**src/rtl/page_mapper_pkg.sv**
```systemverilog
// Package: shared constants for the paged memory mapper.
// Assumes 16-bit logical addresses and 8-bit I/O ports and data.
package page_mapper_pkg;
    localparam int LOG_AW    = 16;
    localparam int WIN_OFF_W = 14;   // byte offset bits inside one window
    localparam int IO_W      = 8;
    localparam logic [IO_W-1:0] OVL_KICK_VAL = 8'h01;
endpackage

```
**src/rtl/map_regfile.sv**
```systemverilog
// Module: map_regfile
// Holds one page register per window plus the offset-select register.
// Assumes write strobes last one clock and are already qualified by port.
// Register n resets to page n.
module map_regfile #(
    parameter int NUM_WIN = 4,
    parameter int PAGE_W  = 5,
    localparam int WIN_W  = $clog2(NUM_WIN)
) (
    input  logic                      clk,
    input  logic                      rst_n,
    input  logic                      off_we,
    input  logic [WIN_W-1:0]          off_wdata,
    input  logic                      page_we,
    input  logic [PAGE_W-1:0]         page_wdata,
    output logic [WIN_W-1:0]          offset_q,
    output logic [NUM_WIN*PAGE_W-1:0] map_flat
);
    // Offset-select register: captures which window register is addressed.
    always_ff @(posedge clk) begin
        if (!rst_n)      offset_q <= '0;
        else if (off_we) offset_q <= off_wdata;
    end

    genvar gi;
    generate
        for (gi = 0; gi < NUM_WIN; gi++) begin : g_win
            logic [PAGE_W-1:0] page_q;
            // Window register: identity at reset, loaded when selected.
            always_ff @(posedge clk) begin
                if (!rst_n)
                    page_q <= PAGE_W'(gi);
                else if (page_we && (offset_q == WIN_W'(gi)))
                    page_q <= page_wdata;
            end
            assign map_flat[gi*PAGE_W +: PAGE_W] = page_q;
        end
    endgenerate
endmodule

```
**src/rtl/overlay_ctrl.sv**
```systemverilog
// Module: overlay_ctrl
// Tracks whether the boot overlay is active.
// Assumes port decode is done by the caller. A write of the kick value to the
// disable port clears the overlay, and any access to the restore port sets it.
module overlay_ctrl (
    input  logic       clk,
    input  logic       rst_n,
    input  logic       kill_wr,
    input  logic [7:0] kill_data,
    input  logic       restore_acc,
    output logic       ovl_active
);
    import page_mapper_pkg::*;

    // Overlay state: on after reset, toggled only by the two dedicated ports.
    always_ff @(posedge clk) begin
        if (!rst_n)
            ovl_active <= 1'b1;
        else if (restore_acc)
            ovl_active <= 1'b1;
        else if (kill_wr && (kill_data == OVL_KICK_VAL))
            ovl_active <= 1'b0;
    end
endmodule

```
**src/rtl/addr_xlate.sv**
```systemverilog
// Module: addr_xlate
// Combinational logical-to-physical translation, RAM strobes, overlay write block.
// Assumes the overlay region sits at logical address 0 with a power-of-two size.
module addr_xlate #(
    parameter int NUM_WIN  = 4,
    parameter int PAGE_W   = 5,
    parameter int OVL_AW   = 11,
    parameter logic [PAGE_W-1:0] ROM_PAGE = '1,
    localparam int WIN_W   = $clog2(NUM_WIN),
    localparam int PHYS_AW = PAGE_W + page_mapper_pkg::WIN_OFF_W
) (
    input  logic [15:0]               cpu_addr,
    input  logic [NUM_WIN*PAGE_W-1:0] map_flat,
    input  logic                      ovl_active,
    input  logic                      mreq_n,
    input  logic                      rfsh_n,
    input  logic                      mem_wr_n,
    output logic [PHYS_AW-1:0]        sram_addr,
    output logic                      sram_ce_n,
    output logic                      sram_we_n
);
    import page_mapper_pkg::*;

    logic [WIN_W-1:0]  win_sel;
    logic [PAGE_W-1:0] win_page;
    logic              in_ovl;
    logic              mem_act;

    // Window lookup and overlay substitution.
    always_comb begin
        win_sel  = cpu_addr[LOG_AW-1 -: WIN_W];
        win_page = map_flat[win_sel*PAGE_W +: PAGE_W];
        in_ovl   = ovl_active && (cpu_addr[LOG_AW-1:OVL_AW] == '0);
        sram_addr = {(in_ovl ? ROM_PAGE : win_page), cpu_addr[WIN_OFF_W-1:0]};
    end

    // RAM strobes: select outside refresh, block writes into the protected image.
    always_comb begin
        mem_act   = !mreq_n && rfsh_n;
        sram_ce_n = !mem_act;
        sram_we_n = !(mem_act && !mem_wr_n && !in_ovl);
    end
endmodule

```
**src/rtl/page_mapper.sv**
```systemverilog
// Module: page_mapper (top)
// Four-window paged mapper with an I/O-programmed page table and a boot overlay.
// Assumes io_wr and io_rd are one-clock synchronous strobes, and that the
// I/O port number is cpu_addr[7:0].
module page_mapper #(
    parameter int NUM_WIN  = 4,
    parameter int PAGE_W   = 5,
    parameter int OVL_AW   = 11,
    parameter logic [PAGE_W-1:0] ROM_PAGE  = '1,
    parameter logic [7:0] OFF_PORT     = 8'hF8,
    parameter logic [7:0] DATA_PORT    = 8'hF9,
    parameter logic [7:0] OVL_OFF_PORT = 8'h38,
    parameter logic [7:0] OVL_ON_PORT  = 8'h39,
    localparam int WIN_W   = $clog2(NUM_WIN),
    localparam int PHYS_AW = PAGE_W + 14
) (
    input  logic               clk,
    input  logic               rst_n,
    input  logic [15:0]        cpu_addr,
    input  logic [7:0]         cpu_wdata,
    input  logic               io_wr,
    input  logic               io_rd,
    input  logic               mreq_n,
    input  logic               rfsh_n,
    input  logic               mem_wr_n,
    output logic [PHYS_AW-1:0] sram_addr,
    output logic               sram_ce_n,
    output logic               sram_we_n,
    output logic [7:0]         io_rd_data,
    output logic               io_rd_hit
);
    logic [7:0]                io_port;
    logic                      off_we, page_we, kill_wr, restore_acc;
    logic [WIN_W-1:0]          offset_q;
    logic [NUM_WIN*PAGE_W-1:0] map_flat;
    logic                      ovl_active;

    // Port decode for the four I/O addresses.
    always_comb begin
        io_port     = cpu_addr[7:0];
        off_we      = io_wr && (io_port == OFF_PORT);
        page_we     = io_wr && (io_port == DATA_PORT);
        kill_wr     = io_wr && (io_port == OVL_OFF_PORT);
        restore_acc = (io_wr || io_rd) && (io_port == OVL_ON_PORT);
    end

    // Read-back of the register chosen by the current offset.
    always_comb begin
        io_rd_hit  = io_rd && (io_port == DATA_PORT);
        io_rd_data = io_rd_hit ? {{(8-PAGE_W){1'b0}}, map_flat[offset_q*PAGE_W +: PAGE_W]}
                               : 8'h00;
    end

    map_regfile #(.NUM_WIN(NUM_WIN), .PAGE_W(PAGE_W)) u_regs (
        .clk        (clk),
        .rst_n      (rst_n),
        .off_we     (off_we),
        .off_wdata  (cpu_wdata[WIN_W-1:0]),
        .page_we    (page_we),
        .page_wdata (cpu_wdata[PAGE_W-1:0]),
        .offset_q   (offset_q),
        .map_flat   (map_flat)
    );

    overlay_ctrl u_ovl (
        .clk         (clk),
        .rst_n       (rst_n),
        .kill_wr     (kill_wr),
        .kill_data   (cpu_wdata),
        .restore_acc (restore_acc),
        .ovl_active  (ovl_active)
    );

    addr_xlate #(.NUM_WIN(NUM_WIN), .PAGE_W(PAGE_W), .OVL_AW(OVL_AW),
                 .ROM_PAGE(ROM_PAGE)) u_xlate (
        .cpu_addr   (cpu_addr),
        .map_flat   (map_flat),
        .ovl_active (ovl_active),
        .mreq_n     (mreq_n),
        .rfsh_n     (rfsh_n),
        .mem_wr_n   (mem_wr_n),
        .sram_addr  (sram_addr),
        .sram_ce_n  (sram_ce_n),
        .sram_we_n  (sram_we_n)
    );
endmodule

```
**config.mk**
```make
export PLATFORM = sky130hd
export DESIGN_NAME = page_mapper
export DESIGN_NICKNAME = d
export VERILOG_FILES = /design/src/rtl/page_mapper_pkg.sv /design/src/rtl/map_regfile.sv /design/src/rtl/overlay_ctrl.sv /design/src/rtl/addr_xlate.sv /design/src/rtl/page_mapper.sv
export SDC_FILE = /design/constraint.sdc
export NUM_CORES = 1
export LEC_CHECK = 0
export BUFFER_PORTS_ARGS = -buffer_cell sky130_fd_sc_hd__buf_2
export CAP_MARGIN = 20
export CORE_MARGIN = 2
export CORE_UTILIZATION = 25
export DETAILED_ROUTE_END_ITERATION = 10
export PLACE_DENSITY = 0.57
export SKIP_CTS_REPAIR_TIMING = 1
export SLEW_MARGIN = 0
export SYNTH_ARGS = -nofsm -noshare
export SYNTH_HDL_FRONTEND = slang
export SYNTH_HIERARCHICAL = 1
export SYNTH_SLANG_ARGS = --single-unit
export TNS_END_PERCENT = 5
```
**constraint.sdc**
```tcl
create_clock -name clk -period 1.9 [get_ports clk]
set_input_delay 0.19 -clock clk [delete_from_list [all_inputs] [get_ports clk]]
set_output_delay 0.19 -clock clk [all_outputs]
set_load 0.02 [all_outputs]
```
==> results.toml, run 1 <==
[clocking]
clockBufferDepth = 2
clock_insertion_delay_worst_skew_ns = 0.27
clk_pin_slew_worst_paths_ns = 0.09
h-tree-depth = 1
numCtsBuffers = 3
cts_root_buf = "clkbuf_8"
cts.sink_count = 23
tritoncts = "done"

[drt]
drt_pre_antenna_iters = 4
drt-total-wl_mm = 3.85
antenna_left = 0
drc = 0
initialDrtViolationCount = 69
average_wire_per_cell_in_the_routed_design_um = 15.2
viasPerCell = 4.70
dr_total_vias = 1188

[setup_path]
timing.critical_path.to_type = "output pin"
critical_path_required_ns = 1.71
critPathKind = "flip-flop to output pin"
critPathLaunchType = "flip-flop"
worst-path-max-fanout = 8
critical_path_arrival_ns = 1.63

[final_layout]
areaGrowthSynthToFinish_pct = 18.1
final_layout_size_suffix_gt1_frac = 0.438
multi_input_comb_area_sq_um = 881
layout.cells.non_filler = 253
layout.area.seq_sq_um = 463
final_nets = 210
final.fill_count = 641
finish.utilization = 0.303
count_of_antenna_diodes_in_the_layout = 0

[sta]
final_worst_path_cycle_share = 0.960
timing.clock.skew_ns = 0.0119
rsz0062_at_grt = "false"
timing.fmax_ghz = 0.548
tightestPinTransition_ns = 0.597
setup_slack_of_the_critical_path_after_layout_ns = 0.0753
hold_violations = 0
post-route-min-period_ns = 1.82
setup_viol_count_final = 0
timing_max_transition_violations_final = 0
max_slew_margin = 0.600
totalNegativeSetupSlack_ns = 0

[status]
status = "finished, final reports clean"

[synthesis]
yosys_warnings = 6
synth_area_per_cell_sq_um = 10.8
syn_area_sq_um = 1510
synth_most_common_cell = "dfxtp_1"
synth-async-reset-ratio = 0
synth_commonest_cells = "dfxtp_1 (23), mux2i_1 (22), nand2_1 (21), buf_4 (17), mux4_2 (10)"
netlist_top_cells_area = "dfxtp_1 (31%), mux4_2 (15%), mux2i_1 (15%)"
post-synth-top-area-fraction = 0.305
yosys_register_bits = 23
synth_top_flop_cell = "dfxtp_1"
synth_cell_type_count = 29
synth-edff-count = 0
synth_area_leader_cell = "dfxtp_1"
synth-seq-area-share = 0.305
post_synth_inst_count = 140

[job]
max_cap_viol_count = 0

[power_and_ir_drop]
vdd_ir_drop_max_v = 0.000249
powerDensity_nw_per_um2 = 523
post-layout-total-power_w = 0.000932
static-leakage-power_nw = 0.807

[global_route]
grt.overflow.total = 0
grt_pass1_wl_mm = 5.80
grt_util_overall = 0.118
grt_start_max_net_pins = 31
vias_in_the_first_global_route = 1112
antenna_found_initial = 0

[place]
dp.cells = 247
routabilityCongestion = 0.739
number_of_input_and_output_port_buffers_inserted = 51
placement.setup.worst_slack_ns = 0.149
place_hpwl_mm = 2.98

[die]
initial_core_util = 0.256
core_sq_um = 5890
io_pins = 61
die_w_um = 81.7
die_h_um = 81.7
fp.dieArea_sq_um = 6670
row_count = 28

[worst_hold_path]
min-delay-path-class = "input port to flip-flop"
-- flip-flops by register name (all words and copies together) (netlist names) --
signal	cells
u_ovl/ovl_active	1
u_regs/g_win.page_q	20
u_regs/offset_q	2
-- cell families after synthesis --
logic type             synth area share
AOI/OAI and AO/OA                0.0415
buffers and inverters             0.116
DFF                               0.305
muxes                             0.295
other                           0.00249
and+or+nand+nor                   0.240
-- power breakdown --
part	switching, W	internal (W)
Sequential	0.000000222	0.000482
Clock	0.000163	0.000146
Combinational	0.0000873	0.0000533
-- final cells by class --
| class | count | share of cell area |
|---|---|---|
| Timing Repair Buffer | 55 | 0.167 |
| Multi-Input combinational cell | 96 | 0.494 |
| Clock inverter | 1 | 0.00281 |
| Clock buffer | 3 | 0.0232 |
| Sequential cell | 23 | 0.260 |
| Tap cell | 75 | 0.0527 |
-- worst max-delay path, stage by stage, from the launching register on --
cell and delay, ns:
dfxtp_2 0.35, buf_12 0.13, mux4_2 0.52, and4_1 0.22, buf_2 0.16
-- through the flow --
stage          hold slack, ns  cell area (sq um)
2_1_floorplan           0.273               1520
3_3_place_gp            0.380               1720
3_5_place_dp            0.380               1720
4_1_cts                 0.180               1760
5_1_grt                 0.207               1780
6_report                0.178               1780
-- final timing paths --
kind | start | end | slack [ns] | depth (start not counted)
worst min-delay path | cpu_wdata[7] | u_ovl/ovl_active$_SDFFE_PP1P_ | 0.18 | 3
worst max-delay path | u_regs/offset_q[0]$_SDFFE_PN0P_ | io_rd_data[2] | 0.08 | 4
worst max register to register | u_regs/offset_q[0]$_SDFFE_PN0P_ | u_regs/g_win[2].page_q[1]$_SDFFE_PN1P_ | 0.57 | 4
worst min register to register | u_regs/g_win[2].page_q[0]$_SDFFE_PN0P_ | u_regs/g_win[2].page_q[0]$_SDFFE_PN0P_ | 0.47 | 2
-- cells in the final DEF (no fill, tap or decap), drive strengths merged --
| cell | count |
|---|---|
| a21o | 5 |
| nand4bb | 2 |
| a211o | 1 |
| and4bb | 1 |
| or3b | 1 |
| and3 | 2 |
| nor4b | 1 |
| mux4 | 10 |
| mux2i | 22 |
| nand2b | 1 |
| nor2b | 8 |
| nand3b | 2 |
| clkbuf | 3 |
| nor3b | 3 |
| and3b | 1 |
| nand3 | 1 |
| o41ai | 1 |
| nand2 | 21 |
| and4 | 6 |
| dfxtp | 23 |
| clkinv | 1 |
| nor3 | 1 |
| buf | 55 |
| nor2 | 2 |
| or4b | 1 |
| conb | 3 |
-- routing by layer --
layer | up-vias | part of all wire | global-route usage
met4 | 0 | 0.0086 | 0.0350
met2 | 63 | 0.42 | 0.194
met5 | - | 0 | 0
met1 | 556 | 0.46 | 0.156
li1 | 565 | - | -
met3 | 4 | 0.11 | 0.0231
Note: power is estimated with default switching activity, not from simulation.
==> run 2, diff against run 1 <==
--- a/config.mk
+++ b/config.mk
@@ -15,6 +15,5 @@
 export SLEW_MARGIN = 0
 export SYNTH_ARGS = -nofsm -noshare
 export SYNTH_HDL_FRONTEND = slang
-export SYNTH_HIERARCHICAL = 1
 export SYNTH_SLANG_ARGS = --single-unit
 export TNS_END_PERCENT = 5
==> results.toml, run 2 <==
[drt]
antenna_left = 0
average_wire_per_cell_in_the_routed_design_um = 13.5
dr_total_vias = 1257
drc = 0
viasPerCell = 4.64
drt-total-wl_mm = 3.67
initialDrtViolationCount = 76
drt_pre_antenna_iters = 4

[worst_hold_path]
min-delay-path-class = "input port to flip-flop"
holdCritStartpoint = "cpu_wdata[2]"

[die]
row_count = 28
die_h_um = 81.1
core_sq_um = 5850
die_w_um = 81.1
initial_core_util = 0.254
io_pins = 61
fp.dieArea_sq_um = 6580

[synthesis]
netlist_top_cells_area = "dfxtp_1 (31%), mux4_2 (15%), buf_4 (9.1%)"
yosys_register_bits = 23
synth-seq-area-share = 0.310
post_synth_inst_count = 158
synth_top_flop_cell = "dfxtp_1"
yosys_warnings = 0
synth_area_per_cell_sq_um = 9.42
synth_area_leader_cell = "dfxtp_1"
post-synth-top-area-fraction = 0.310
synth_cell_type_count = 34
synth_most_common_cell = "nand2_1"
synth_commonest_cells = "nand2_1 (28), dfxtp_1 (23), buf_4 (18), nand3_1 (13)"
synth-edff-count = 0
synth-async-reset-ratio = 0
syn_area_sq_um = 1490

[global_route]
layer_carrying_the_most_global_route_usage = "met2"
grt.overflow.total = 0
grt_pass1_wl_mm = 5.92
grtUsageMet1 = 0.157
grt_util_overall = 0.119
use_met2 = 0.201
antenna_found_initial = 0
grt.met3_usage = 0.0278
vias_in_the_first_global_route = 1177
grt_start_max_net_pins = 27

[clocking]
numCtsBuffers = 3
tritoncts = "done"
clock_insertion_delay_worst_skew_ns = 0.27
cts.sink_count = 23
clk_pin_slew_worst_paths_ns = 0.09
clockBufferDepth = 2
cts_root_buf = "clkbuf_8"
h-tree-depth = 1

[power_and_ir_drop]
powerDensity_nw_per_um2 = 524
static-leakage-power_nw = 0.751
post-layout-total-power_w = 0.000927
vdd_ir_drop_max_v = 0.000227

[sta]
timing_max_transition_violations_final = 0
timing.clock.skew_ns = 0.00989
rsz0062_at_grt = "false"
hold_violations = 0
post-route-min-period_ns = 1.83
final_worst_path_cycle_share = 0.961
setup_viol_count_final = 0
holdWs_ns = 0.204
timing.fmax_ghz = 0.548

[final_layout]
mostFrequentLayoutCells = "buf_2 (51), nand2_1 (28), dfxtp_1 (20)"
max_flop_register = "u_regs.g_win.page_q"
final_layout_size_suffix_gt1_frac = 0.444
finish.utilization = 0.302
final_common_cell = "buf_2"
largestRegisters = "u_regs.g_win.page_q: 20 flops, u_regs.offset_q: 2 flops, u_ovl.ovl_active: 1 flops"
layout.cells.non_filler = 271
count_of_antenna_diodes_in_the_layout = 0
largest_register_ff_count = 20
post-route-cell-area_sq_um = 1770
final_nets = 228
areaGrowthSynthToFinish_pct = 18.9

[place]
dp.cells = 267
number_of_input_and_output_port_buffers_inserted = 51
place_hpwl_mm = 2.82
dpl_cell_area_sq_um = 1710
routabilityCongestion = 0.779

[setup_path]
critPathMaxStageDelay_ns = 0.43
critPathKind = "flip-flop to output pin"
worstSetupStartpoint = "u_ovl.ovl_active$_SDFFE_PP1P_"
worst_path_max_delay_cell = "or4b_1"
timing.critical_path.to_type = "output pin"
critical_path_arrival_ns = 1.64
worst-path-max-fanout = 6
crit_chain = "or4b_1, nor3_1, buf_4, or2_2, buf_2"
critical_path_required_ns = 1.71
r2r-start = "u_regs.offset_q[0]$_SDFFE_PN0P_"
critPathLaunchType = "flip-flop"

[status]
status = "finished, final reports clean"

[job]
max_cap_viol_count = 0
-- run 2: cell count changes after synthesis, sizes merged, moves of 6 or more --
cell    before  now
mux2i       22   11
and4         6    0
clkbuf       1    7
o21ai        0   11
nand3        1   14
nand2       21   28
nor2b        8    2
-- run 2: stage by stage --
step                      worst slack, ns  setup TNS [ns]
after floorplan                     0.400               0
after global placement              0.165               0
after detailed placement            0.139               0
after CTS                          -0.158          -0.627
after global routing              0.00359               0
final                              0.0736               0
-- run 2: critical path, delay by kind of cell, from the launching register on --
family	cells	cell delay [ns]
buf+inv	2	0.33
flops	1	0.34
simple gates	3	0.70
-- run 2: cell families (layout without fill, tap and decap cells) --
| group | count (synthesis) | count (layout) | synth area share |
|---|---|---|---|
| compound gates | 13 | 13 | 0.0479 |
| simple gates | 73 | 73 | 0.289 |
| mux | 21 | 21 | 0.225 |
| buf+inv | 27 | 63 | 0.125 |
| flops | 23 | 23 | 0.310 |
| other cells | 1 | 3 | 0.00252 |
-- run 2: layout make-up --
cell class	count	area, sq um
fillers	620	4080
repair buffers	58	308
inverters	1	3.75
multi-input cells	110	848
clock buffers	3	41.3
clock inverters	1	5.00
flip-flops and latches	23	469
well taps	75	93.8
-- run 2: routing by layer --
layer / up-vias / routed length, um
met3: 2 / 212
met4: 0 / 12
met5: - / 0
li1: 624 / -
met1: 592 / 1640
met2: 39 / 1800
-- run 2: path summary, 6_finish.rpt --
check / cells after the start / slack [ns] / endpoint
worst min-delay path: 3 / 0.20 / u_regs.g_win[0].page_q[2]$_SDFFE_PN0P_
worst min register to register: 2 / 0.47 / u_regs.g_win[0].page_q[2]$_SDFFE_PN0P_
worst max register to register: 4 / 0.59 / u_regs.g_win[1].page_q[0]$_SDFFE_PN1P_
worst max-delay path: 5 / 0.07 / sram_addr[15]
-- run 2: where the power goes --
part | internal (W) | switching, W | leakage [nW]
Clock | 0.000147 | 0.000162 | 0.0255
Combinational | 0.0000530 | 0.0000869 | 0.539
Sequential | 0.000479 | 0.000000302 | 0.186
Total | 0.000678 | 0.000249 | 0.751
